File: config.mk
export PLATFORM = sky130hd
export DESIGN_NAME = uart_rx_dma
export DESIGN_NICKNAME = d
export VERILOG_FILES = /design/src/rtl/uart_rx_pkg.sv /design/src/rtl/uart_rx_shift.sv /design/src/rtl/uart_rx_fifo.sv /design/src/rtl/uart_rx_rdy.sv /design/src/rtl/uart_rx_dma.sv
export SDC_FILE = /design/constraint.sdc
export NUM_CORES = 1
export LEC_CHECK = 0
export BUFFER_PORTS_ARGS = -buffer_cell sky130_fd_sc_hd__buf_2
export CAP_MARGIN = 20
export CORE_MARGIN = 1.5
export CORE_UTILIZATION = 25
export DETAILED_ROUTE_END_ITERATION = 8
export PLACE_DENSITY_LB_ADDON = 0.05
export SETUP_SLACK_MARGIN = 0.05
export SLEW_MARGIN = 20
export SYNTH_ARGS = -nofsm -noshare
export SYNTH_HDL_FRONTEND = slang
export SYNTH_HIERARCHICAL = 1
export SYNTH_SLANG_ARGS = --single-unit
File: constraint.sdc
create_clock -name clk -period 6.7 [get_ports clk]
set_input_delay 1.34 -clock clk [delete_from_list [all_inputs] [get_ports clk]]
set_output_delay 1.34 -clock clk [all_outputs]
set_load 0.01 [all_outputs]
File: src/rtl/uart_rx_pkg.sv
package uart_rx_pkg;

   typedef struct packed {
      logic [7:0] data;
      logic       perr;
      logic       ferr;
   } rx_char_t;

   typedef enum logic [2:0] {
      RX_IDLE,
      RX_START,
      RX_DATA,
      RX_PARITY,
      RX_STOP,
      RX_BREAK
   } rx_state_e;

   function automatic int unsigned trig_level(input logic [1:0] sel);
      case (sel)
         2'd0:    return 1;
         2'd1:    return 4;
         2'd2:    return 8;
         default: return 14;
      endcase
   endfunction

endpackage

File: src/rtl/uart_rx_shift.sv
module uart_rx_shift
   import uart_rx_pkg::*;
#(
   parameter int OVS  = 16,
   parameter int SYNC = 2
) (
   input  logic     clk,
   input  logic     rst_n,
   input  logic     tick,
   input  logic     rx_in,
   input  logic [1:0] cfg_bits,
   input  logic     cfg_par_en,
   input  logic     cfg_par_odd,
   output logic     push,
   output rx_char_t push_char
);

   localparam int CW = $clog2(OVS);
   localparam logic [CW-1:0] MID  = CW'(OVS / 2 - 1);
   localparam logic [CW-1:0] LAST = CW'(OVS - 1);

   logic [SYNC-1:0] sync_q;
   logic            line;

   generate
      if (SYNC == 1) begin : g_sync1
         always_ff @(posedge clk or negedge rst_n)
            if (!rst_n) sync_q <= '1;
            else        sync_q <= rx_in;
      end else begin : g_syncn
         always_ff @(posedge clk or negedge rst_n)
            if (!rst_n) sync_q <= '1;
            else        sync_q <= {sync_q[SYNC-2:0], rx_in};
      end
   endgenerate

   assign line = sync_q[SYNC-1];

   rx_state_e       st;
   logic [CW-1:0]   cnt;
   logic [2:0]      bit_idx;
   logic [7:0]      shreg;
   logic            pbit;
   logic [2:0]      last_idx;
   logic [7:0]      aligned;
   logic            par_bad;

   assign last_idx = 3'd4 + {1'b0, cfg_bits};

   always_comb begin
      aligned = shreg >> (4'd3 - {2'b0, cfg_bits});
      par_bad = cfg_par_en && ((^aligned ^ pbit) != cfg_par_odd);
   end

   always_ff @(posedge clk or negedge rst_n) begin
      if (!rst_n) begin
         st        <= RX_IDLE;
         cnt       <= '0;
         bit_idx   <= '0;
         shreg     <= '0;
         pbit      <= 1'b0;
         push      <= 1'b0;
         push_char <= '0;
      end else begin
         push <= 1'b0;
         if (tick) begin
            case (st)
               RX_IDLE: begin
                  if (!line) begin
                     st  <= RX_START;
                     cnt <= '0;
                  end
               end
               RX_START: begin
                  if (cnt == MID) begin
                     cnt     <= '0;
                     bit_idx <= '0;
                     shreg   <= '0;
                     st      <= line ? RX_IDLE : RX_DATA;
                  end else begin
                     cnt <= cnt + 1'b1;
                  end
               end
               RX_DATA: begin
                  if (cnt == LAST) begin
                     cnt   <= '0;
                     shreg <= {line, shreg[7:1]};
                     if (bit_idx == last_idx)
                        st <= cfg_par_en ? RX_PARITY : RX_STOP;
                     else
                        bit_idx <= bit_idx + 1'b1;
                  end else begin
                     cnt <= cnt + 1'b1;
                  end
               end
               RX_PARITY: begin
                  if (cnt == LAST) begin
                     cnt  <= '0;
                     pbit <= line;
                     st   <= RX_STOP;
                  end else begin
                     cnt <= cnt + 1'b1;
                  end
               end
               RX_STOP: begin
                  if (cnt == LAST) begin
                     cnt            <= '0;
                     push           <= 1'b1;
                     push_char.data <= aligned;
                     push_char.perr <= par_bad;
                     push_char.ferr <= !line;
                     st             <= line ? RX_IDLE : RX_BREAK;
                  end else begin
                     cnt <= cnt + 1'b1;
                  end
               end
               RX_BREAK: begin
                  if (line) st <= RX_IDLE;
               end
               default: st <= RX_IDLE;
            endcase
         end
      end
   end

endmodule

File: src/rtl/uart_rx_fifo.sv
module uart_rx_fifo
   import uart_rx_pkg::*;
#(
   parameter int DEPTH = 16,
   localparam int AW   = $clog2(DEPTH)
) (
   input  logic     clk,
   input  logic     rst_n,
   input  logic     push,
   input  rx_char_t push_char,
   input  logic     pop,
   input  logic     cfg_fifo_en,
   output rx_char_t head,
   output logic [AW:0] count,
   output logic     full,
   output logic     overrun
);

   localparam logic [AW:0] DEPTH_C = (AW + 1)'(DEPTH);

   rx_char_t        mem [DEPTH];
   logic [AW-1:0]   wr_ptr;
   logic [AW-1:0]   rd_ptr;
   logic            do_push;
   logic            do_pop;

   assign full    = cfg_fifo_en ? (count == DEPTH_C) : (count != '0);
   assign do_push = push && !full;
   assign do_pop  = pop && (count != '0);
   assign head    = mem[rd_ptr];

   generate
      for (genvar g = 0; g < DEPTH; g++) begin : g_slot
         always_ff @(posedge clk)
            if (do_push && (wr_ptr == AW'(g))) mem[g] <= push_char;
      end
   endgenerate

   always_ff @(posedge clk or negedge rst_n) begin
      if (!rst_n) begin
         wr_ptr  <= '0;
         rd_ptr  <= '0;
         count   <= '0;
         overrun <= 1'b0;
      end else begin
         if (do_push) wr_ptr <= wr_ptr + 1'b1;
         if (do_pop)  rd_ptr <= rd_ptr + 1'b1;
         case ({do_push, do_pop})
            2'b10:   count <= count + 1'b1;
            2'b01:   count <= count - 1'b1;
            default: count <= count;
         endcase
         if (push && full) overrun <= 1'b1;
         else if (pop)     overrun <= 1'b0;
      end
   end

endmodule

File: src/rtl/uart_rx_rdy.sv
module uart_rx_rdy
   import uart_rx_pkg::*;
#(
   parameter int OVS       = 16,
   parameter int TMO_CHARS = 4,
   parameter int CNT_W     = 5
) (
   input  logic             clk,
   input  logic             rst_n,
   input  logic             tick,
   input  logic [CNT_W-1:0] count,
   input  logic             push,
   input  logic             pop,
   input  logic             cfg_fifo_en,
   input  logic             cfg_dma_sel,
   input  logic [1:0]       cfg_trig,
   input  logic [1:0]       cfg_bits,
   input  logic             cfg_par_en,
   output logic             dma_rdy_n
);

   localparam int TW = $clog2(TMO_CHARS * OVS * 11 + 1);

   logic [TW-1:0]    limit;
   logic [TW-1:0]    tcnt;
   logic             tmo;
   logic             burst_q;
   logic             burst_mode;
   logic             reached;
   logic             stored;
   logic [CNT_W-1:0] lvl;

   assign limit      = TW'(TMO_CHARS * OVS) * (TW'(7) + TW'(cfg_bits) + TW'(cfg_par_en));
   assign burst_mode = cfg_fifo_en && cfg_dma_sel;
   assign stored     = (count != '0);
   assign lvl        = CNT_W'(trig_level(cfg_trig));
   assign reached    = (count >= lvl) || tmo;

   always_ff @(posedge clk or negedge rst_n) begin
      if (!rst_n) begin
         tcnt <= '0;
         tmo  <= 1'b0;
      end else if (!stored || pop) begin
         tcnt <= '0;
         tmo  <= 1'b0;
      end else if (push) begin
         tcnt <= '0;
      end else if (tick && !tmo) begin
         if (tcnt >= limit - 1'b1) tmo  <= 1'b1;
         else                      tcnt <= tcnt + 1'b1;
      end
   end

   always_ff @(posedge clk or negedge rst_n)
      if (!rst_n) burst_q <= 1'b0;
      else        burst_q <= burst_mode && stored && (burst_q || reached);

   assign dma_rdy_n = burst_mode ? !(stored && (burst_q || reached)) : !stored;

endmodule

File: src/rtl/uart_rx_dma.sv
module uart_rx_dma
   import uart_rx_pkg::*;
#(
   parameter int DEPTH     = 16,
   parameter int OVS       = 16,
   parameter int SYNC      = 2,
   parameter int TMO_CHARS = 4,
   localparam int CNT_W    = $clog2(DEPTH) + 1
) (
   input  logic       clk,
   input  logic       rst_n,
   input  logic       baud_tick,
   input  logic       rx_serial,
   input  logic [1:0] cfg_data_bits,
   input  logic       cfg_parity_en,
   input  logic       cfg_parity_odd,
   input  logic       cfg_fifo_en,
   input  logic       cfg_dma_sel,
   input  logic [1:0] cfg_trig,
   input  logic       rd_en,
   output logic       rd_valid,
   output logic [7:0] rd_data,
   output logic       rd_parity_err,
   output logic       rd_frame_err,
   output logic       rx_overrun,
   output logic       dma_rdy_n
);

   generate
      if (DEPTH < 14 || (DEPTH & (DEPTH - 1)) != 0) begin : g_bad_depth
         $error("DEPTH must be a power of two of at least 14");
      end
      if (OVS < 4 || (OVS % 2) != 0) begin : g_bad_ovs
         $error("OVS must be even and at least 4");
      end
      if (SYNC < 1) begin : g_bad_sync
         $error("SYNC must be at least 1");
      end
   endgenerate

   logic             fifo_push;
   rx_char_t         fifo_in;
   rx_char_t         fifo_head;
   logic [CNT_W-1:0] count;
   logic             fifo_full;
   logic             pop;

   assign rd_valid      = (count != '0);
   assign pop           = rd_en && rd_valid;
   assign rd_data       = fifo_head.data;
   assign rd_parity_err = fifo_head.perr;
   assign rd_frame_err  = fifo_head.ferr;

   uart_rx_shift #(.OVS(OVS), .SYNC(SYNC)) i_shift (
      .clk        (clk),
      .rst_n      (rst_n),
      .tick       (baud_tick),
      .rx_in      (rx_serial),
      .cfg_bits   (cfg_data_bits),
      .cfg_par_en (cfg_parity_en),
      .cfg_par_odd(cfg_parity_odd),
      .push       (fifo_push),
      .push_char  (fifo_in)
   );

   uart_rx_fifo #(.DEPTH(DEPTH)) i_fifo (
      .clk        (clk),
      .rst_n      (rst_n),
      .push       (fifo_push),
      .push_char  (fifo_in),
      .pop        (pop),
      .cfg_fifo_en(cfg_fifo_en),
      .head       (fifo_head),
      .count      (count),
      .full       (fifo_full),
      .overrun    (rx_overrun)
   );

   uart_rx_rdy #(.OVS(OVS), .TMO_CHARS(TMO_CHARS), .CNT_W(CNT_W)) i_rdy (
      .clk        (clk),
      .rst_n      (rst_n),
      .tick       (baud_tick),
      .count      (count),
      .push       (fifo_push),
      .pop        (pop),
      .cfg_fifo_en(cfg_fifo_en),
      .cfg_dma_sel(cfg_dma_sel),
      .cfg_trig   (cfg_trig),
      .cfg_bits   (cfg_data_bits),
      .cfg_par_en (cfg_parity_en),
      .dma_rdy_n  (dma_rdy_n)
   );

endmodule

-- Yosys cells after proc, flatten, opt, wreduce, memory -nomap -nowiden
Memory sizes are Yosys's and may differ from the RTL's.
Cells that the tools add are included.
- output and inout bits: 13
- input port bits: 13
- word-level logic and storage cells: 259
- register bits after elaboration: 58
- memories: 1
- RAM bits: 160
- reductions and logical operators: 70
- shift-type cells: 1
- equality and inequality tests: 39
- mux-type cells: 116
- $lt $le $gt $ge: 2
- add/sub/neg operators: 12
- bitwise operators: 1
- memories (name ; words ; bits a word ; read ports ; clocked after memory_dff ; wr ports ; line ; text):
    i_fifo.mem ; 16 ; 10 ; 1 ; 0 ; 1 ; uart_rx_fifo.sv:21 ; rx_char_t mem [DEPTH];
- operator list (kind ; number):
    10-bit 2-to-1 mux ; 19
    10-bit OR reduction ; 15
    4-bit 2-to-1 mux ; 18
    1-bit 2-to-1 mux ; 58
    4-bit equality test (second input constant) ; 9
    3-bit 2-to-1 mux ; 12
    1-bit logical AND ; 26
    4-bit one-hot mux with 3 select lines ; 2
    4-bit by 3-bit equality test with 1-bit output (second input constant) ; 5
    3-bit one-hot mux with 6 select lines ; 1
    8-bit 2-to-1 mux ; 2
    8-bit one-hot mux with 2 select lines ; 1
    2-bit by 1-bit inequality test with 1-bit output (second input constant) ; 7
    4-bit by 1-bit adder with 4-bit output (second input constant) ; 3
    3-bit AND reduction ; 4
    10-bit by 1-bit adder with 10-bit output (second input constant) ; 1
    10-bit >= comparator ; 1
    5-bit one-hot mux with 2 select lines ; 1
    2-bit nonzero test ; 5
    10-bit by 1-bit subtractor with 10-bit output (second input constant) ; 1
    4-bit by 2-bit equality test with 1-bit output (second input constant) ; 2
    8-bit AND reduction ; 1
    8-bit XOR reduction ; 1
    8-bit by 4-bit right shift with 8-bit output ; 1
    other kinds (33) ; 45

-- Logic depth before layout (Yosys ltp)
Gate-level depths: netlist of the first run.
- word-level depth: 23
- mapped depth: 12
- depth with buffers taken out: 11

-- By module
The synthesis of the first run kept the hierarchy.
- modules (own cells, without submodules) (module ; times used ; seq. area each (um2) ; area each (um2) ; cells an instance):
    uart_rx_fifo ; 1 ; 5154.9 ; 6936.7 ; 353
    uart_rx_shift ; 1 ; 803.3 ; 1869.3 ; 200
    uart_rx_rdy ; 1 ; 300.3 ; 908.4 ; 96
    uart_rx_dma ; 1 ; 0.0 ; 25.0 ; 4

-- Least setup slack after synthesis of the first run
Ideal clock, no wire load.
- path type: input port to output port
- from: input port cfg_trig[0]
- to: output port dma_rdy_n
- path slack: 2.903 ns
- path buffers: 0
- required time: 5.360 ns
- arrival: 2.457 ns
- cell stages on the path: 7
- path through: nor2_1 > ha_1 > nand2b_1 > a21o_1 > a21o_1 > a21oi_1 > a31o_2
- word-level cells in the longest chain between the ends: 8
- elaborated cells on any way between the ends: 10
- classes of those cells: order compare: 1; eq/ne: 2; mux: 2; reduce/logical: 5
- RTL lines (item ; line ; text):
    from (decl) ; uart_rx_dma.sv:19 ; input logic [1:0] cfg_trig,
    2-bit equality test (tied with other cells) ; uart_rx_pkg.sv:19 ; case (sel)
    4-bit one-hot mux with 3 select lines (*) ; uart_rx_pkg.sv:19 ;
    5-bit by 4-bit >= comparator with 1-bit output (*) ; uart_rx_rdy.sv:37 ; assign reached = (count >= lvl) || tmo;
    1-bit logical OR (*) ; uart_rx_rdy.sv:37 ;
    1-bit logical OR (*) ; uart_rx_rdy.sv:58 ; assign dma_rdy_n = burst_mode ? !(stored && (burst_q || reached)) : !stored;
    1-bit logical AND (*) ; uart_rx_rdy.sv:58 ;
    1-bit zero test (*) ; uart_rx_rdy.sv:58 ;
    1-bit 2-to-1 mux (*) ; uart_rx_rdy.sv:58 ;
    to (decl) ; uart_rx_dma.sv:26 ; output logic dma_rdy_n
Every way passes the cells marked *; elsewhere a longest branch is shown, timed or not.

-- Worst setup path after layout of the first run
- from: register i_fifo.rd_ptr[0]
- to: output port rd_frame_err
- word-level cells in the longest chain between the ends: 1
- RTL lines (item ; line ; text):
    from (decl) ; uart_rx_fifo.sv:23 ; logic [AW-1:0] rd_ptr;
    from (signal assigned) ; uart_rx_fifo.sv:47 ; if (do_pop) rd_ptr <= rd_ptr + 1'b1;
    memory 16 x 10 bit ; - ;
    to (decl) ; uart_rx_dma.sv:24 ; output logic rd_frame_err,
Every way passes these cells.

==> results.cfg, run 1 <==
[floorplanning]
die_h_um = 200
coreArea_mm2 = 0.0386
initial_core_util = 0.253
fp-row-count = 72
dieArea_mm2 = 0.0402
ios = 26
die_width_um = 200

[grt]
track_usage = 0.118
antenna_found_initial = 0
first_global_vias = 5864
overflow = 0
grt_max_degree = 59
grt_pass1_wl_mm = 36.2

[worst_setup_path]
r2r_slack_ns = 3.61
cp_max_fo = 22
cp.arrival_ns = 3.15
path_cells = buf_4, mux4_2, a22oi_1, nand2_1, buf_2
critPathLaunchType = flop
critPathKind = flop to primary output
crit_path_start = i_fifo/rd_ptr[0]$_DFFE_PN0P_
critPathMaxStageDelay_ns = 0.87
r2r-start = i_fifo/count[2]$_DFFE_PN0P_
cp_slowest_cell = dfrtp_2
rr_worst_depth = 10
cp-end-kind = primary output
r2r-end = i_fifo/count[4]$_DFFE_PN0P_
cp.required_ns = 5.36

[sta]
finalSetupTns_ns = 0
slew_viol_final = 0
timing.final.crit_share = 0.670
fmax_mhz = 223
setup_viol = 0
hold_viol = 0
hold_ws_ns = 0.355
maxSlewHeadroom = 0.276
final.min_clock_period_ns = 4.49
worstMarginPinSlew_ns = 1.08
fin_skew_ns = 0.0225
rsz0062_at_grt = no

[min_path]
hold_depth = 0
hold_start = i_shift/sync_q[0]$_DFF_PN1_
hold_end = i_shift/sync_q[1]$_DFF_PN1_
hp-class = flop to flop

[power]
fin_total_pwr_mw = 3.64
p_leak_nw = 4.48
power_density_mw_per_mm2 = 321
max-vdd-ir-drop_mv = 0.195

[detailed_routing]
drc = 0
drtIter0Drc = 260
drt_first_pass_iters = 4
num_vias = 5490
ant_nets = 0
wirelength_mm = 23.4
avgViaCountPerCell = 4.46
routedWlPerCell_um = 19.0

[placed_design]
dpl_cell_area_mm2 = 0.0105
hpwl_mm = 14.9
port-buffer-count = 25
gp_congestion = 0.759

[cts]
post_cts_buffers = 0
worstSkewPairLatency_ns = 0.56
cts_inserted_buffers = 27
path_clk_slew_ns = 0.06
cts_resized = 0
holdBufCountCts = 0
cts_sinks = 218
cts_root_buffer = clkbuf_16
cts_tree = built
h-tree-depth = 1
max-clock-path-buffers = 3

[yosys]
ys_seq_elements = 218
synth_area_leaders = edfxtp_1 49%, dfrtp_1 14%, mux4_2 9.7%
ys_seq_area_frac = 0.643
avgSynthCellArea_um2 = 14.9
synth.distinct_cells = 73
netlist_instances = 653
synthesis.area_mm2 = 0.00974
ys.flop_type = edfxtp_1
synth_edf_count = 160
ys_warn_count = 6
synth_top_area_cell = edfxtp_1
synth_top_area_frac = 0.493
synth-async-reset-ratio = 0.266
syn-num-nets = 688

[final_layout]
area_growth_pct = 16.4
drive_above_1_share = 0.227
nNetsFinal = 729
diodes = 0
final_design_area_no_fill_mm2 = 0.0113

[run_status]
outcome = complete, no violations

[run]
max_cap_violations = 0
cell usage in the layout, fill, tap and decap left out, types with 8 or more instances in the layout:
| cell type | n |
|---|---|
| a21oi_1 | 8 |
| a22oi_1 | 20 |
| buf_2 | 25 |
| buf_4 | 21 |
| clkbuf_16 | 28 |
| dfrtp_1 | 55 |
| edfxtp_1 | 160 |
| ha_1 | 21 |
| inv_1 | 21 |
| mux4_2 | 42 |
| nand2_1 | 62 |
| nand3_1 | 13 |
| nand4_1 | 9 |
| nor2_1 | 36 |
| nor3_1 | 12 |
| o21ai_0 | 10 |
| o21ai_1 | 20 |
| xnor2_1 | 19 |
| xor2_1 | 9 |
per-layer routing:
layer,vias to the layer above,routed length (um),GRT usage
met1,2817,10600,0.150
met3,37,798,0.0225
li1,2565,-,-
met5,-,0,0
met2,71,11500,0.206
met4,0,590,0.0344
registers in the layout, summed over array words and instances, names as in the netlist, 2 cells and up:
name	flops
i_fifo/rd_ptr	4
i_shift/cnt	4
i_fifo/mem	160
i_rdy/tcnt	10
i_fifo/wr_ptr	4
i_shift/push_char	10
i_fifo/count	5
i_shift/sync_q	2
i_shift/bit_idx	3
i_shift/st	3
i_shift/shreg	8
power by group:
group | internal, mW | switching, mW | leakage [nW]
clock network | 0.785 | 0.574 | 0.407
registers | 1.49 | 0.143 | 2.64
logic | 0.282 | 0.365 | 1.44
total | 2.55 | 1.08 | 4.48
cell type report:
type | count | area (um^2)
clock buffers | 35 | 747
clock inverters | 14 | 83.8
fillers | 3940 | 27200
multi-input cells | 378 | 3230
repair buffers | 46 | 283
inverters | 23 | 86.3
flip-flops and latches | 218 | 6260
well taps | 518 | 648
critical path: cells and delay by family, from the launching register on:
| family | cells | cell delay [ns] |
|---|---|---|
| muxes | 1 | 0.57 |
| DFF | 1 | 0.87 |
| buffers and inverters | 2 | 0.71 |
| AOI/OAI and AO/OA | 1 | 0.27 |
| and+or+nand+nor | 1 | 0.14 |
worst max-delay path by stage:
stage                   end  depth (start not counted)
3_5_place_dp      dma_rdy_n                          9
4_1_cts        rd_frame_err                          5
3_3_place_gp      dma_rdy_n                          9
6_report       rd_frame_err                          5
5_1_grt        rd_frame_err                          5
2_1_floorplan     dma_rdy_n                          7
kinds of logic after synthesis:
group | synth area share
AO/OA/AOI/OAI | 0.0603
XOR/XNOR | 0.0292
adder cells (fa/ha/maj) | 0.0290
buffers and inverters | 0.0261
flip-flops | 0.643
multiplexers | 0.118
AND/OR/NAND/NOR | 0.0947
Yosys cell counts (12+ instances only):
library cell and number:
mux4_2 42, clkbuf_1 17, nand2_1 62, dfrtp_1 56, a22oi_1 20, o21ai_1 20
inv_1 21, nor2_1 36, nor3_1 12, ha_1 21, nand3_1 13, edfxtp_1 160
xnor2_1 19
per-stage QoR:
stage / util / std cells / setup WS [ns]
floorplan: - / 653 / 2.90
global placement: 0.272 / 1183 / 2.63
detailed placement: 0.272 / 1183 / 2.58
CTS: 0.294 / 1232 / 2.08
global route: 0.294 / 1232 / 1.95
finish: 0.294 / 1232 / 2.21
Note: power is estimated with default switching activity, not from simulation.
==> run 2: changes to the inputs <==
==> constraint.sdc (replaced) <==
create_clock -name clk -period 4.4 [get_ports clk]
set_input_delay 0.88 -clock clk [delete_from_list [all_inputs] [get_ports clk]]
set_output_delay 0.88 -clock clk [all_outputs]
set_load 0.01 [all_outputs]
==> run 2 against run 1 <==
  * Critical endpoint is now rd_data[3]
  * Largest power group unchanged
  * Global-route usage is 0.078 points higher
  * Worst hold slack worse by 0.00052 ns
  * Power rose by 51%
  * Critical path depth unchanged
  * Cell area down 0.16%
  * Core utilization hardly changed
  * Sequential cell count is the same
  * Sequential share of layout area grew 0.091 points
  * Sequential power is 49% higher
  * Clock power is 48% higher
  * Clock skew decreased by 0.0098 ns
==> results.cfg, run 2 (synthesis gave the netlist of run 1 again) <==
[sta]
fmax_mhz = 297
finalSetupTns_ns = 0
timing.final.crit_share = 0.767
setup_viol = 0
fin_skew_ns = 0.0127
rsz0062_at_grt = no
hold_viol = 0
maxSlewHeadroom = 0.299
slew_viol_final = 0
hold_ws_ns = 0.355
worstMarginPinSlew_ns = 1.05
setup_ws_ns = 1.03
final.min_clock_period_ns = 3.37

[detailed_routing]
met1Wirelength_mm = 10.7
drtIter0Drc = 234
wl_met3_um = 700
routedWlPerCell_um = 19.0
ant_nets = 0
met2_length_mm = 11.4
drt_first_pass_iters = 4
wirelength_mm = 23.3
highest_layer = met4
num_vias = 5539
drc = 0
avgViaCountPerCell = 4.50

[final_layout]
final_design_area_no_fill_mm2 = 0.0113
diodes = 0
fin_cells = 1230
largest_register_ffs = 160
final_util = 0.293
area_growth_pct = 16.2
regArea_mm2 = 0.00626
nFillCells = 3963
largest-register = i_fifo/mem
final_cell_mix = 160 x edfxtp_1, 62 x nand2_1, 55 x dfrtp_1
final_common_cell = edfxtp_1
nNetsFinal = 730
drive_above_1_share = 0.223
largest_registers = i_fifo/mem: 160 flops, i_rdy/tcnt: 10 flops, i_shift/push_char: 10 flops
multiInputGateArea_mm2 = 0.00323

[power]
clockPowerShare = 0.366
swShare = 0.295
p_switching_mw = 1.62
power_density_mw_per_mm2 = 485
p_comb_frac = 0.192
p_int_mw = 3.87
pwr-share-seq = 0.442
fin_total_pwr_mw = 5.49
p_leak_nw = 4.48
max-vdd-ir-drop_mv = 0.254

[grt]
overflow = 0
antenna_found_initial = 0
first_global_vias = 5954
grt_max_degree = 44
track_usage = 0.119
grt_pass1_wl_mm = 36.7

[floorplanning]
ios = 26
dieArea_mm2 = 0.0402
initial_core_util = 0.253
coreArea_mm2 = 0.0386
fp-row-count = 72
die_width_um = 200
die_h_um = 200

[run_status]
outcome = complete, no violations

[cts]
cts_root_buffer = clkbuf_16
cts_sinks = 218
post_cts_buffers = 0
worstSkewPairLatency_ns = 0.53
cts_inserted_buffers = 27
cts_resized = 0
holdBufCountCts = 0
cts_tree = built
h-tree-depth = 1
path_clk_slew_ns = 0.06
max-clock-path-buffers = 3

[worst_setup_path]
cp_max_fo = 43
critPathLaunchType = flop
cp-end-kind = primary output
cp.arrival_ns = 2.49
cp.required_ns = 3.52
critPathKind = flop to primary output
r2r_slack_ns = 1.35

[placed_design]
port-buffer-count = 25
dp_slack_ns = 1.11
hpwl_mm = 14.9
dp.cells = 1184
gp_congestion = 0.709
dpl_cell_area_mm2 = 0.0105

[min_path]
hp-class = primary input to asynchronous set/reset pin

[run]
max_cap_violations = 0
[run 2: changes by cell type in the layout (fill, tap and decap cells not counted), sizes merged]
| cell | previous run | this run |
|---|---|---|
| bufinv | 0 | 1 |
| clkbuf | 35 | 30 |
| inv | 24 | 25 |
| clkinvlp | 2 | 0 |
| clkinv | 11 | 13 |
| buf | 46 | 47 |
[run 2: critical path, cell delays in order, from the launching register on]
cell and delay, ns:
dfrtp_1 0.32, buf_4 0.58, mux4_2 0.44, a22oi_1 0.37, nand2_1 0.10, buf_2 0.15
[run 2: final timing paths]
kind / end / startpoint / cells past startpoint
worst max-delay path: rd_data[3] / i_fifo/rd_ptr[1]$_DFFE_PN0P_ / 5
worst min-delay path: i_shift/bit_idx[1]$_DFFE_PN0P_ / rst_n / 1
worst max register to register: i_fifo/count[4]$_DFFE_PN0P_ / i_fifo/count[2]$_DFFE_PN0P_ / 10
worst min register to register: i_shift/sync_q[1]$_DFF_PN1_ / i_shift/sync_q[0]$_DFF_PN1_ / 0
max in group asynchronous: i_shift/push_char[6]$_DFFE_PN0P_ / rst_n / 2
min in group clk: i_shift/sync_q[1]$_DFF_PN1_ / i_shift/sync_q[0]$_DFF_PN1_ / 0
[run 2: per-layer routing]
layer	global-route usage	vias up
met3	0.0194	33
met4	0.0298	0
met5	0	-
li1	-	2575
met2	0.202	81
met1	0.159	2850
[run 2: power groups by stage]
| stage | combinational, mW | clock, mW | sequential [mW] |
|---|---|---|---|
| finish | 1.05 | 2.01 | 2.43 |
| floorplan | 0.872 | 0 | 2.37 |
| global placement | 1.08 | 0 | 2.47 |
| detailed placement | 1.08 | 0 | 2.47 |
| CTS | 1.09 | 2.09 | 2.43 |
| global route | 1.18 | 2.17 | 2.45 |
[run 2: area by class of cell]
| cell class | instances | area share |
|---|---|---|
| flip-flops and latches | 218 | 0.553 |
| repair buffers | 47 | 0.0270 |
| clock buffers | 30 | 0.0607 |
| multi-input cells | 378 | 0.285 |
| inverters | 23 | 0.00763 |
| clock inverters | 16 | 0.00907 |
| well taps | 518 | 0.0573 |
==> run 3: changes to the inputs <==
--- a/config.mk
+++ b/config.mk
@@ -5,6 +5,7 @@
 export SDC_FILE = /design/constraint.sdc
 export NUM_CORES = 1
 export LEC_CHECK = 0
+export ABC_AREA = 1
 export BUFFER_PORTS_ARGS = -buffer_cell sky130_fd_sc_hd__buf_2
 export CAP_MARGIN = 20
 export CORE_MARGIN = 1.5
==> constraint.sdc (replaced) <==
create_clock -name clk -period 3.2 [get_ports clk]
set_input_delay 0.64 -clock clk [delete_from_list [all_inputs] [get_ports clk]]
set_output_delay 0.64 -clock clk [all_outputs]
set_load 0.01 [all_outputs]
==> run 3 against run 2 <==
  * Via count grew 33%
  * Core utilization increased by 0.31 points
  * Combinational power increased to 2.8 times the previous value
  * Sequential share of layout area decreased by 4.1 points
  * Area after synthesis is 8.0% higher
  * Sequential cell count unchanged
  * Cell area up 8.0%
  * Largest cell class unchanged
  * Largest power group unchanged
  * Highest routed layer unchanged
==> results.cfg, run 3 <==
[run_status]
outcome = complete, no violations

[floorplanning]
coreArea_mm2 = 0.0412
dieArea_mm2 = 0.0433
ios = 26
fp-row-count = 74
initial_core_util = 0.255
die_width_um = 208
die_h_um = 208

[yosys]
synth_top_area_frac = 0.457
synth_top_family_by_area = simple AND/OR/NAND/NOR gates
netlist_instances = 1065
synth-async-reset-ratio = 0.266
yosys.area_share.simple = 0.214
ys.flop_type = edfxtp_1
synthAdderAreaFrac = 0.0269
avgSynthCellArea_um2 = 9.87
synth_area_leaders = edfxtp_1 46%, dfrtp_1 13%, nand2_1 7.6%
synth.distinct_cells = 47
synthesis.area_mm2 = 0.0105
synth_edf_count = 160
synth_top_area_cell = edfxtp_1
ys_seq_area_frac = 0.595
synthMuxAreaShare = 0
syn-num-nets = 1100
ys_warn_count = 6
ys_seq_elements = 218
synth_compound_area_frac = 0.0856
yosysMostFrequentCell = nand2_1
synthTopCellsByCount = 212 x nand2_1, 160 x edfxtp_1, 137 x nor2_1
synth_xor_area_frac = 0.0108

[detailed_routing]
drtIter0Drc = 317
num_vias = 7356
wirelength_mm = 29.2
avgViaCountPerCell = 4.43
routedWlPerCell_um = 17.6
ant_nets = 0
drt_first_pass_iters = 4
drc = 0

[final_layout]
nNetsFinal = 1140
largest_register_ffs = 160
largest-register = i_fifo/mem
drive_above_1_share = 0.136
nFillCells = 4328
largest_registers = i_fifo/mem: 160 flops, i_rdy/tcnt: 10 flops, i_shift/push_char: 10 flops
final_common_cell = nand2_1
final_cell_mix = 212 x nand2_1, 160 x edfxtp_1, 137 x nor2_1
diodes = 0
area_growth_pct = 16.2
final_design_area_no_fill_mm2 = 0.0122

[sta]
worstMarginPinSlew_ns = 0.819
final.min_clock_period_ns = 2.94
slew_viol_final = 0
fmax_mhz = 340
fin_skew_ns = 0.0230
maxSlewHeadroom = 0.454
setup_viol = 0
timing.final.crit_share = 0.919
finalSetupTns_ns = 0
rsz0062_at_grt = no
hold_viol = 0

[worst_setup_path]
critical_path.top_delay_family = simple AND/OR/NAND/NOR gates
cp-end-kind = primary output
critPathLaunchType = flop
cp.arrival_ns = 2.30
critPathKind = flop to primary output
cp.required_ns = 2.56
cp_max_fo = 54
cp_slowest_cell = dfrtp_4
crit_buf_inv = 2
path_cells = buf_16, nor2_1, nor2_1, o21ai_0, nand3_1, nand3_1, nand2_1, buf_2
critPathMaxStageDelay_ns = 0.56

[grt]
grt_pass1_wl_mm = 45.1
antenna_found_initial = 0
grt_max_degree = 109
track_usage = 0.136
first_global_vias = 7410
overflow = 0

[placed_design]
dpl_cell_area_mm2 = 0.0113
gp_congestion = 0.733
hpwl_mm = 17.8
port-buffer-count = 25

[cts]
path_clk_slew_ns = 0.06
cts_root_buffer = clkbuf_16
cts_sinks = 218
max-clock-path-buffers = 3
worstSkewPairLatency_ns = 0.56
cts_inserted_buffers = 28
cts_tree = built
h-tree-depth = 1

[power]
power_density_mw_per_mm2 = 762
max-vdd-ir-drop_mv = 0.402
p_leak_nw = 4.74

[min_path]
hp-class = primary input to asynchronous set/reset pin

[run]
max_cap_violations = 0
[run 3: changes by cell type in the layout (fill, tap and decap cells not counted), sizes merged, moves of 18 or more]
cell    change
a22oi      -19
inv        +84
mux4       -42
nand2     +157
nand3     +110
nor2      +103
o211ai     +18
o21ai      +64
[run 3: power breakdown]
group	leakage (nW)	internal (mW)	total (mW)	switching, mW
clock	0.442	1.81	3.06	1.25
combinational	2.37	0.956	2.91	1.95
sequential	1.92	3.14	3.34	0.202
[run 3: final timing paths]
path,start,end,cells past startpoint,slack [ns]
min in group clk,rx_serial,i_shift/sync_q[0]$_DFF_PN1_,1,0.19
worst max-delay path,i_fifo/rd_ptr[0]$_DFFE_PN0P_,rd_frame_err,8,0.26
max in group asynchronous,rst_n,i_fifo/rd_ptr[0]$_DFFE_PN0P_,2,2.34
worst max register to register,i_fifo/count[1]$_DFFE_PN0P_,i_fifo/count[4]$_DFFE_PN0P_,17,0.71
worst min register to register,i_shift/sync_q[0]$_DFF_PN1_,i_shift/sync_q[1]$_DFF_PN1_,0,0.36
worst min-delay path,rst_n,i_shift/cnt[1]$_DFFE_PN0P_,1,0.11
[run 3: metal layers]
layer	track usage	up-vias	wire length, um
met5	0	-	0
met4	0.0282	0	524
li1	-	3695	-
met3	0.0229	31	922
met1	0.185	3541	14100
met2	0.226	89	13700
[run 3: layout make-up]
class	count	area [um^2]	share of cell area
flip-flops and latches	218	6260	0.512
clock buffers	35	747	0.0611
inverters	109	417	0.0341
multi-input cells	693	3570	0.292
clock inverters	17	148	0.0121
well taps	532	666	0.0545
repair buffers	55	413	0.0338
[run 3: worst register-to-register path, delay by kind of cell (launching register included)]
kind	cells	cell delay (ns)
fa+ha+maj	2	0.46
simple gates	12	1.08
flops	1	0.51
buf+inv	3	0.33
[run 3: kinds of logic after synthesis]
kind of cell | count (synthesis)
flip-flops | 218
AO/OA/AOI/OAI | 143
AND/OR/NAND/NOR | 515
buffers and inverters | 154
XOR/XNOR | 13
adder cells (fa/ha/maj) | 22
[run 3: repair_timing]
action	CTS	global route
buffers inserted	0	0
gates resized for setup	0	2
hold buffers	0	0
endpoints found under the setup margin	0	4
[run 3: stage by stage]
step	util	hold WS, ns	worst slack (ns)	instances	power [mW]
2_1_floorplan	-	0.344	0.720	1065	5.38
3_3_place_gp	0.274	0.346	0.402	1606	6.32
3_5_place_dp	0.274	0.347	0.368	1606	6.30
4_1_cts	0.296	0.128	0.117	1658	9.43
5_1_grt	0.297	0.165	0.110	1659	9.94
6_report	0.297	0.111	0.258	1659	9.31
